==> src/rtl/lsfmt_pkg.sv <==
package lsfmt_pkg;
   localparam int OPC_W = 6;

   localparam logic [OPC_W-1:0] OPC_LD_B  = 6'h20;
   localparam logic [OPC_W-1:0] OPC_LD_H  = 6'h21;
   localparam logic [OPC_W-1:0] OPC_LD_W  = 6'h23;
   localparam logic [OPC_W-1:0] OPC_LD_BU = 6'h24;
   localparam logic [OPC_W-1:0] OPC_LD_HU = 6'h25;
   localparam logic [OPC_W-1:0] OPC_ST_B  = 6'h28;
   localparam logic [OPC_W-1:0] OPC_ST_H  = 6'h29;
   localparam logic [OPC_W-1:0] OPC_ST_W  = 6'h2b;

   typedef enum logic [1:0] {
      SZ_B = 2'd0,
      SZ_H = 2'd1,
      SZ_W = 2'd2
   } acc_size_e;

   typedef struct packed {
      logic      mem;
      logic      wr;
      logic      sx;
      acc_size_e size;
   } acc_ctl_t;
endpackage

==> src/rtl/lsfmt_decode.sv <==
module lsfmt_decode
   import lsfmt_pkg::*;
(
   input  logic [OPC_W-1:0] opcode,
   output acc_ctl_t         ctl
);
   always_comb begin
      ctl = '{mem: 1'b0, wr: 1'b0, sx: 1'b0, size: SZ_W};
      case (opcode)
         OPC_LD_B:  ctl = '{mem: 1'b1, wr: 1'b0, sx: 1'b1, size: SZ_B};
         OPC_LD_H:  ctl = '{mem: 1'b1, wr: 1'b0, sx: 1'b1, size: SZ_H};
         OPC_LD_W:  ctl = '{mem: 1'b1, wr: 1'b0, sx: 1'b0, size: SZ_W};
         OPC_LD_BU: ctl = '{mem: 1'b1, wr: 1'b0, sx: 1'b0, size: SZ_B};
         OPC_LD_HU: ctl = '{mem: 1'b1, wr: 1'b0, sx: 1'b0, size: SZ_H};
         OPC_ST_B:  ctl = '{mem: 1'b1, wr: 1'b1, sx: 1'b0, size: SZ_B};
         OPC_ST_H:  ctl = '{mem: 1'b1, wr: 1'b1, sx: 1'b0, size: SZ_H};
         OPC_ST_W:  ctl = '{mem: 1'b1, wr: 1'b1, sx: 1'b0, size: SZ_W};
         default:   ctl = '{mem: 1'b0, wr: 1'b0, sx: 1'b0, size: SZ_W};
      endcase
   end
endmodule

==> src/rtl/lsfmt_agen.sv <==
module lsfmt_agen #(
   parameter int ADDR_W = 32,
   parameter int DISP_W = 16
) (
   input  logic [ADDR_W-1:0] base,
   input  logic [DISP_W-1:0] disp,
   output logic [ADDR_W-1:0] addr
);
   localparam int EXT_W = ADDR_W - DISP_W;

   generate
      if (EXT_W > 0) begin : g_ext
         assign addr = base + {{EXT_W{disp[DISP_W-1]}}, disp};
      end else begin : g_full
         assign addr = base + disp[ADDR_W-1:0];
      end
   endgenerate
endmodule

==> src/rtl/lsfmt_store.sv <==
module lsfmt_store
   import lsfmt_pkg::*;
#(
   parameter int DATA_W = 32,
   parameter int LANE_W = 2
) (
   input  logic              mem,
   input  logic              wr,
   input  acc_size_e         size,
   input  logic [LANE_W-1:0] lane,
   input  logic [DATA_W-1:0] src,
   output logic [DATA_W/8-1:0] be,
   output logic [DATA_W-1:0] wdata,
   output logic              misal
);
   localparam int LANES  = DATA_W / 8;
   localparam int HALVES = DATA_W / 16;

   logic [LANES-1:0] be_b, be_h;

   assign be_b = LANES'(1) << lane;
   assign be_h = LANES'(3) << (2 * lane[LANE_W-1:1]);

   always_comb begin
      be    = '0;
      wdata = '0;
      if (mem && wr) begin
         case (size)
            SZ_B: begin
               be    = be_b;
               wdata = {LANES{src[7:0]}};
            end
            SZ_H: begin
               be    = be_h;
               wdata = {HALVES{src[15:0]}};
            end
            default: begin
               be    = '1;
               wdata = src;
            end
         endcase
      end
   end

   always_comb begin
      misal = 1'b0;
      if (mem) begin
         case (size)
            SZ_H:    misal = lane[0];
            SZ_W:    misal = |lane;
            default: misal = 1'b0;
         endcase
      end
   end
endmodule

==> src/rtl/lsfmt_load.sv <==
module lsfmt_load
   import lsfmt_pkg::*;
#(
   parameter int DATA_W = 32,
   parameter int LANE_W = 2
) (
   input  logic [DATA_W-1:0] rdata,
   input  acc_size_e         size,
   input  logic              sx,
   input  logic [LANE_W-1:0] lane,
   output logic [DATA_W-1:0] value
);
   logic [7:0]  byte_sel;
   logic [15:0] half_sel;

   assign byte_sel = rdata[8*lane +: 8];
   assign half_sel = rdata[16*lane[LANE_W-1:1] +: 16];

   always_comb begin
      case (size)
         SZ_B:    value = {{(DATA_W-8){sx & byte_sel[7]}}, byte_sel};
         SZ_H:    value = {{(DATA_W-16){sx & half_sel[15]}}, half_sel};
         default: value = rdata;
      endcase
   end

   // unsigned byte load leaves upper bits clear
   always_comb begin
      if (size == SZ_B && !sx)
         p_zext_byte_r4: assert (value[DATA_W-1:8] == '0);
   end

   // signed halfword result upper bits copy its bit 15
   always_comb begin
      if (size == SZ_H && sx)
         p_sext_half_r5: assert (value[DATA_W-1:16] == {(DATA_W-16){value[15]}});
   end
endmodule

==> src/rtl/lsu_lane_formatter.sv <==
module lsu_lane_formatter
   import lsfmt_pkg::*;
#(
   parameter int ADDR_W  = 32,
   parameter int DATA_W  = 32,
   parameter int DISP_W  = 16,
   parameter bit REG_REQ = 1'b1
) (
   input  logic                clk,
   input  logic                rst_n,
   input  logic                req_valid_i,
   input  logic [OPC_W-1:0]    opcode_i,
   input  logic [ADDR_W-1:0]   base_i,
   input  logic [DISP_W-1:0]   disp_i,
   input  logic [DATA_W-1:0]   store_src_i,
   output logic                mem_req_o,
   output logic                mem_we_o,
   output logic [ADDR_W-1:0]   mem_addr_o,
   output logic [DATA_W/8-1:0] mem_be_o,
   output logic [DATA_W-1:0]   mem_wdata_o,
   output logic                misalign_o,
   input  logic [DATA_W-1:0]   mem_rdata_i,
   output logic [DATA_W-1:0]   load_value_o
);
   localparam int LANES  = DATA_W / 8;
   localparam int LANE_W = $clog2(LANES);

   generate
      if (DATA_W != 32) begin : g_bad_data_w
         $error("lsu_lane_formatter: DATA_W must be 32");
      end
      if (DISP_W < 2 || DISP_W > ADDR_W) begin : g_bad_disp_w
         $error("lsu_lane_formatter: DISP_W must lie in 2..ADDR_W");
      end
      if (ADDR_W < 8) begin : g_bad_addr_w
         $error("lsu_lane_formatter: ADDR_W must be at least 8");
      end
   endgenerate

   acc_ctl_t            ctl;
   logic                act;
   logic [ADDR_W-1:0]   addr_c;
   logic [LANES-1:0]    be_c;
   logic [DATA_W-1:0]   wd_c;
   logic                mis_c;

   lsfmt_decode u_dec (
      .opcode (opcode_i),
      .ctl    (ctl)
   );

   lsfmt_agen #(.ADDR_W(ADDR_W), .DISP_W(DISP_W)) u_agen (
      .base (base_i),
      .disp (disp_i),
      .addr (addr_c)
   );

   assign act = req_valid_i & ctl.mem;

   lsfmt_store #(.DATA_W(DATA_W), .LANE_W(LANE_W)) u_st (
      .mem   (act),
      .wr    (ctl.wr),
      .size  (ctl.size),
      .lane  (addr_c[LANE_W-1:0]),
      .src   (store_src_i),
      .be    (be_c),
      .wdata (wd_c),
      .misal (mis_c)
   );

   logic              r_req, r_we, r_mis, r_ld_sx;
   logic [ADDR_W-1:0] r_addr;
   logic [LANES-1:0]  r_be;
   logic [DATA_W-1:0] r_wd;
   acc_size_e         r_size, r_ld_size;
   logic [LANE_W-1:0] r_ld_lane;

   generate
      if (REG_REQ) begin : g_reg
         always_ff @(posedge clk) begin
            if (!rst_n) begin
               r_req     <= 1'b0;
               r_we      <= 1'b0;
               r_mis     <= 1'b0;
               r_addr    <= '0;
               r_be      <= '0;
               r_wd      <= '0;
               r_size    <= SZ_W;
               r_ld_sx   <= 1'b0;
               r_ld_size <= SZ_W;
               r_ld_lane <= '0;
            end else begin
               r_req  <= act;
               r_we   <= act & ctl.wr;
               r_mis  <= mis_c;
               r_addr <= addr_c;
               r_be   <= be_c;
               r_wd   <= wd_c;
               r_size <= ctl.size;
               if (act && !ctl.wr) begin
                  r_ld_sx   <= ctl.sx;
                  r_ld_size <= ctl.size;
                  r_ld_lane <= addr_c[LANE_W-1:0];
               end
            end
         end
      end else begin : g_comb
         always_comb begin
            r_req     = act;
            r_we      = act & ctl.wr;
            r_mis     = mis_c;
            r_addr    = addr_c;
            r_be      = be_c;
            r_wd      = wd_c;
            r_size    = ctl.size;
            r_ld_sx   = ctl.sx;
            r_ld_size = ctl.size;
            r_ld_lane = addr_c[LANE_W-1:0];
         end
      end
   endgenerate

   assign mem_req_o   = r_req;
   assign mem_we_o    = r_we;
   assign mem_addr_o  = r_addr;
   assign mem_be_o    = r_be;
   assign mem_wdata_o = r_wd;
   assign misalign_o  = r_mis;

   lsfmt_load #(.DATA_W(DATA_W), .LANE_W(LANE_W)) u_ld (
      .rdata (mem_rdata_i),
      .size  (r_ld_size),
      .sx    (r_ld_sx),
      .lane  (r_ld_lane),
      .value (load_value_o)
   );

   // no request means no strobes, no write, no flag
   p_idle_quiet_r2: assert property (@(posedge clk) disable iff (!rst_n)
      !mem_req_o |-> (mem_be_o == '0 && !mem_we_o && !misalign_o));

   // a read request never strobes or carries data
   p_load_nostrobe_r11: assert property (@(posedge clk) disable iff (!rst_n)
      (mem_req_o && !mem_we_o) |-> (mem_be_o == '0 && mem_wdata_o == '0));

   // byte store touches exactly one lane
   p_byte_one_lane_r7: assert property (@(posedge clk) disable iff (!rst_n)
      (mem_req_o && mem_we_o && r_size == SZ_B) |-> ($countones(mem_be_o) == 1));

   // halfword store touches exactly two lanes
   p_half_two_lanes_r8: assert property (@(posedge clk) disable iff (!rst_n)
      (mem_req_o && mem_we_o && r_size == SZ_H) |-> ($countones(mem_be_o) == 2));

   // word store touches every lane
   p_word_all_lanes_r9: assert property (@(posedge clk) disable iff (!rst_n)
      (mem_req_o && mem_we_o && r_size == SZ_W) |-> (mem_be_o == '1));

   // odd halfword address is flagged
   p_half_misal_r10: assert property (@(posedge clk) disable iff (!rst_n)
      (mem_req_o && r_size == SZ_H && mem_addr_o[0]) |-> misalign_o);

   generate
      if (REG_REQ) begin : g_reg_chk
         // registered address follows base plus extended displacement
         p_addr_sum_r1: assert property (@(posedge clk) disable iff (!rst_n)
            (req_valid_i && ctl.mem) |=>
               (mem_addr_o == $past(base_i) + ADDR_W'($signed($past(disp_i)))));
      end
   endgenerate
endmodule

==> config.mk <==
export PLATFORM = sky130hd
export DESIGN_NAME = lsu_lane_formatter
export DESIGN_NICKNAME = d
export VERILOG_FILES = /design/src/rtl/lsfmt_pkg.sv /design/src/rtl/lsfmt_decode.sv /design/src/rtl/lsfmt_agen.sv /design/src/rtl/lsfmt_store.sv /design/src/rtl/lsfmt_load.sv /design/src/rtl/lsu_lane_formatter.sv
export SDC_FILE = /design/constraint.sdc
export NUM_CORES = 1
export LEC_CHECK = 0
export BUFFER_PORTS_ARGS = -buffer_cell sky130_fd_sc_hd__buf_2
export CAP_MARGIN = 40
export CORE_MARGIN = 3
export CORE_UTILIZATION = 53
export DETAILED_ROUTE_END_ITERATION = 7
export GPL_TIMING_DRIVEN = 1
export PLACE_DENSITY = 0.9
export RECOVER_POWER = 25
export SLEW_MARGIN = 20
export SYNTH_ARGS = -nofsm -noshare
export SYNTH_HDL_FRONTEND = slang
export SYNTH_HIERARCHICAL = 1
export SYNTH_SLANG_ARGS = --single-unit
==> constraint.sdc <==
create_clock -name clk -period 6.8 [get_ports clk]
set_input_delay 0.68 -clock clk [delete_from_list [all_inputs] [get_ports clk]]
set_output_delay 0.68 -clock clk [all_outputs]
set_load 0.01 [all_outputs]
==> impl_metrics.toml, run 1 <==
[run_status]
outcome = "finished clean"

[grt]
grt_pass1_wl_mm = 24.3
grt_pass1_vias = 5039
antenna_found_initial = 0
grt-busiest-layer = "met2"
grt_util_met1_pct = 32.4
use_met2_pct = 45.8
grt_use_total_pct = 26.4
overflow = 0
grt_max_degree = 41
use_met3_pct = 4.47

[synthesis]
synth_xor_area_share_pct = 4.66
synth_cells = 654
synth_commonest_cells = "nand2_1, dfxtp_1, and2_1"
synth_most_common_cell = "nand2_1"
seq_area_frac_synth_pct = 28.9
synth_area_leader_cell = "dfxtp_1"
synth-edff-count = 0
yosys.area_share.simple_pct = 26.5
async_flop_share_pct = 0
ys_warn_count = 6
synth_area_mm2 = 0.00527
synth_adder_area_share_pct = 8.46
synth_flop_cell = "dfxtp_1"
yosysUniqueCellTypes = 72
synthDominantCellAreaShare_pct = 28.9
synth_top_family_by_area = "simple AND/OR/NAND/NOR gates"
synth.avg_cell_area_um2 = 8.05
muxShareOfSynthArea_pct = 1.64
syn_nets = 810
synth_compound_area_share_pct = 24.4
ys_seq_elements = 76
netlist_top_cells_area = "dfxtp_1, and2_1, nand2_1, ha_1, a21oi_1"

[clock_tree]
cts_hold_buf = 0
ctsResizeCount = 0
root_buffer = "clkbuf_8"
htree_num_levels = 3
cts.sinks = 76
cts_tree = "yes"
cts_inserted_buffers = 9
clkTransAtPathRegs_ps = 80
clk_latency_ps = 340
clockBufferDepth = 2
cts_setup_buffers = 0

[placed_design]
place_area_mm2 = 0.00634
dp_cells = 968
hpwl_mm = 11.8
place_ws_ps = 3610
io_buffers = 223
finalWeightedCongestion = 0.946

[die]
boundaryPins = 224
die_area_mm2 = 0.0112
die_w_um = 106
start_util_pct = 55.7
die_h_um = 106
core_mm2 = 0.00946
rows = 35

[worst_setup_path]
cp_max_fo = 22
cp.arrival_ps = 2740
start_kind = "flop"
worstRegToRegCells = 2
r2r_end = "r_ld_lane[1]$_SDFFE_PN0P_"
required_ps = 6120
ff2ff_setup_slack_ps = 5680
reg2reg_from = "r_ld_lane[1]$_SDFFE_PN0P_"
end_kind = "primary output"
critPathKind = "reg2out"

[routing]
drt-pass1-iter-count = 5
drt-initial-drc-count = 331
antenna_left = 0
drcViolationCount = 0
routed_wl_mm = 15.3
vias_per_cell = 5.54
post_drt_wl_per_cell_um = 15.5
vias = 5458

[sta]
setup_viol = 0
hold_viol_final = 0
rsz0062_at_grt = "no"
holdWs_ps = 476
maxSlewViolCount = 0
setup_ws_ps = 3380
fin_skew_ps = 0
max_freq_ghz = 0.292
finalCriticalPeriod_ps = 3420
slew_headroom_pct = 11.4
worstMarginPinSlew_ps = 1330
fin_setup_tns_ps = 0
finalCritPeriodShare_pct = 50.3

[pwr]
total_power_mw = 1.16
peakVddDrop_mv = 0.126
power_density_mw_per_mm2 = 180
p_leak_nw = 3.21

[finish]
fin_util_pct = 68.4
instances_no_fill = 986
num-nets-final = 1008
syn_to_final_growth_pct = 22.8
fin_area_mm2 = 0.00647
num_antenna_cells = 0
layout-drive-gt1-share_pct = 27.3

[hold_path]
hp-start = "r_ld_sx$_SDFFE_PN0P_"
hold_path_depth = 2
holdPathEnd = "r_ld_sx$_SDFFE_PN0P_"
hold_class = "reg2reg"

[flow_run]
maxCapViolCount = 0
## how the worst max path moves through the flow
stage          cells after the start                      start  slack [ps]                   endpoint
2_1_floorplan                     10                  base_i[0]        4040  mem_addr_o[26]$_SDFF_PN0_
3_3_place_gp                      10                 disp_i[15]        3700  mem_addr_o[31]$_SDFF_PN0_
3_5_place_dp                      10                 disp_i[15]        3610  mem_addr_o[31]$_SDFF_PN0_
4_1_cts                            5  r_ld_lane[1]$_SDFFE_PN0P_        3410           load_value_o[17]
5_1_grt                            5  r_ld_lane[1]$_SDFFE_PN0P_        3170           load_value_o[17]
6_report                           5  r_ld_lane[1]$_SDFFE_PN0P_        3380           load_value_o[21]
## registers in the layout, summed over array words and instances, names as in the netlist
signal and cells:
mem_addr_o 32, mem_wdata_o 32, mem_be_o 4, r_ld_lane 2, r_ld_size 2, mem_req_o 1, mem_we_o 1, misalign_o 1
r_ld_sx 1
## logic make-up (layout without fill, tap and decap cells)
logic type,Yosys count,after routing
and+or+nand+nor,270,270
AOI/OAI and AO/OA,184,184
DFF,76,76
buffers and inverters,53,256
adders and majority gates,35,35
xor gates and xnor gates,28,28
muxes,8,8
## cell usage in the layout, fill, tap and decap left out, drive strengths merged, types with 6 or more instances in the layout
cell type | synthesis | layout
ha | 34 | 34
nand3 | 10 | 10
o21bai | 8 | 8
inv | 13 | 17
dfxtp | 76 | 76
and2 | 71 | 71
a22oi | 7 | 7
nand4 | 8 | 8
nor2b | 9 | 9
mux2i | 6 | 6
nand2 | 115 | 115
a31oi | 11 | 11
buf | 27 | 185
clkbuf | 13 | 51
xnor2 | 13 | 13
a21oi | 71 | 71
o21ai | 22 | 22
nor2 | 17 | 17
a21o | 22 | 22
xor2 | 15 | 15
and3 | 11 | 11
nand2b | 10 | 10
a221o | 8 | 8
## worst max-delay path, cell delays in order, from the launching register on
cell and delay, ps:
dfxtp_1 800, mux2_2 430, a22oi_2 190, and2_1 700, a21oi_1 90, buf_2 180
## routing by layer
layer  up-vias  wire length (um)  part of all wire [%]
li1       2692                 -                     -
met3        37              1210                   7.9
met4         0               425                   2.8
met5         -                 0                     0
met2       270              7650                    50
met1      2459              6010                    39
## report_power, final
part / internal, mW / switching (mW) / total (mW)
Sequential: 0.472 / 0.00887 / 0.481
Combinational: 0.159 / 0.201 / 0.360
Clock: 0.138 / 0.184 / 0.322
## layout make-up
| type | count | area (um2) |
|---|---|---|
| Multi-Input combinational cell | 525 | 3450 |
| Fill cell | 822 | 2990 |
| Sequential cell | 76 | 1520 |
| Timing Repair Buffer | 227 | 1100 |
| Tap cell | 129 | 161 |
| Clock buffer | 9 | 124 |
| Clock inverter | 7 | 57.6 |
| Inverter | 13 | 48.8 |
No activity file was read; power rests on OpenSTA's default activity.
==> run 2: changes to the inputs <==
--- a/config.mk
+++ b/config.mk
@@ -8,10 +8,10 @@
 export BUFFER_PORTS_ARGS = -buffer_cell sky130_fd_sc_hd__buf_2
 export CAP_MARGIN = 40
 export CORE_MARGIN = 3
-export CORE_UTILIZATION = 53
+export CORE_UTILIZATION = 44
 export DETAILED_ROUTE_END_ITERATION = 7
 export GPL_TIMING_DRIVEN = 1
-export PLACE_DENSITY = 0.9
+export PLACE_DENSITY = 0.8
 export RECOVER_POWER = 25
 export SLEW_MARGIN = 20
 export SYNTH_ARGS = -nofsm -noshare
==> constraint.sdc (replaced) <==
create_clock -name clk -period 3.02 [get_ports clk]
set_input_delay 0.302 -clock clk [delete_from_list [all_inputs] [get_ports clk]]
set_output_delay 0.302 -clock clk [all_outputs]
set_load 0.01 [all_outputs]
==> impl_metrics.toml, run 2 (synthesis results as in run 1) <==
[die]
die_w_um = 115
die_h_um = 115
core_mm2 = 0.0116
rows = 39
boundaryPins = 224
die_area_mm2 = 0.0133
start_util_pct = 45.5

[worst_setup_path]
critPathKind = "reg2out"
slowest_delay_ps = 570
cp_max_fo = 12
required_ps = 2720
path_cells = "buf_4 -> nor2b_1 -> a22o_1 -> a22oi_1 -> nand2_1 -> buf_2"
slowest_stage = "dfxtp_1"
end_kind = "primary output"
start_kind = "flop"
cp.arrival_ps = 2210
ff2ff_setup_slack_ps = 2050

[clock_tree]
clk_latency_ps = 310
htree_num_levels = 3
cts_inserted_buffers = 9
ctsResizeCount = 0
clkTransAtPathRegs_ps = 60
root_buffer = "clkbuf_16"
cts_tree = "yes"
clockBufferDepth = 2
cts_hold_buf = 0
cts.sinks = 76
cts_setup_buffers = 0

[sta]
setup_ws_ps = 507
setup_viol = 0
worstMarginPinSlew_ps = 1830
maxSlewViolCount = 52
slew_headroom_pct = -22.1
hold_viol_final = 0
fin_skew_ps = 0
rsz0062_at_grt = "no"
finalCritPeriodShare_pct = 83.2
max_freq_ghz = 0.398
fin_setup_tns_ps = 0
finalCriticalPeriod_ps = 2510

[finish]
layout_common_cells = "buf_2, nand2_1, dfxtp_1"
num-nets-final = 1013
seqCellArea_mm2 = 0.00152
syn_to_final_growth_pct = 26.0
layout-drive-gt1-share_pct = 27.5
fin_area_mm2 = 0.00663
num_antenna_cells = 0
mostFrequentLayoutCell = "buf_2"
fillers = 1085
multiInputGateArea_mm2 = 0.00345

[run_status]
violations = "max-capacitance violations, max-slew violations"
outcome = "complete, but fails checks"

[routing]
vias = 5371
antenna_left = 0
drt-initial-drc-count = 458
drt-pass1-iter-count = 5
vias_per_cell = 5.35
routed_wl_mm = 14.8
post_drt_wl_per_cell_um = 14.7
drcViolationCount = 0

[placed_design]
io_buffers = 223
finalWeightedCongestion = 0.896
hpwl_mm = 11.4
place_ws_ps = 291
place_area_mm2 = 0.00639

[grt]
grt_max_degree = 52
grt_pass1_vias = 4788
antenna_found_initial = 0
overflow = 0
grt_use_total_pct = 20.7
grt_pass1_wl_mm = 22.6

[flow_run]
maxCapViolCount = 1

[pwr]
peakVddDrop_mv = 0.312
power_density_mw_per_mm2 = 449
p_leak_nw = 3.28

[hold_path]
hold_class = "in2reg"
-- run 2: layout make-up --
cell class                 instances  area share (%)
sequential                        76            22.9
timing repair buffer             232            17.1
multi-input combinational        525            52.1
clock buffer                      10            3.60
inverter                          13           0.736
tap                              143            2.70
clock inverter                     5           0.905
-- run 2: path summary, 6_finish.rpt --
check / from / end / cells after the start
min reg2reg: r_ld_sx$_SDFFE_PN0P_ / r_ld_sx$_SDFFE_PN0P_ / 2
max reg2reg: r_ld_size[0]$_SDFFE_PN0P_ / r_ld_size[0]$_SDFFE_PN0P_ / 2
max: r_ld_lane[1]$_SDFFE_PN0P_ / load_value_o[7] / 6
min: opcode_i[3] / r_ld_sx$_SDFFE_PN0P_ / 4
-- run 2: stage by stage --
step	cells	hold WS, ps	power [mW]	utilization, %
2_1_floorplan	654	438	1.64	-
3_3_place_gp	989	445	1.91	55.3
3_5_place_dp	989	455	1.92	55.3
4_1_cts	1004	270	3.01	57.9
5_1_grt	1004	293	3.14	57.4
6_report	1004	285	2.98	57.4
-- run 2: metal layers --
| metal | wire, um | vias up | share of wire, % | GRT usage, % |
|---|---|---|---|---|
| met4 | 163 | 0 | 1.1 | 6.03 |
| li1 | - | 2695 | - | - |
| met1 | 6470 | 2473 | 44 | 27.1 |
| met5 | 0 | - | 0 | 0 |
| met3 | 876 | 13 | 5.9 | 2.95 |
| met2 | 7280 | 190 | 49 | 35.5 |
-- run 2: where the power goes --
group / total, mW / internal (mW) / switching [mW] / leakage [nW]
combinational: 0.812 / 0.364 / 0.448 / 2.51
clock: 1.09 / 0.663 / 0.423 / 0.145
sequential: 1.08 / 1.06 / 0.0184 / 0.621
-- run 2: worst max-delay path: cells and delay by family (launching register included) --
kind                   cells  cell delay [ps]
AND/OR/NAND/NOR            2              650
flip-flops                 1              570
buffers and inverters      2              380
AO/OA/AOI/OAI              2              290
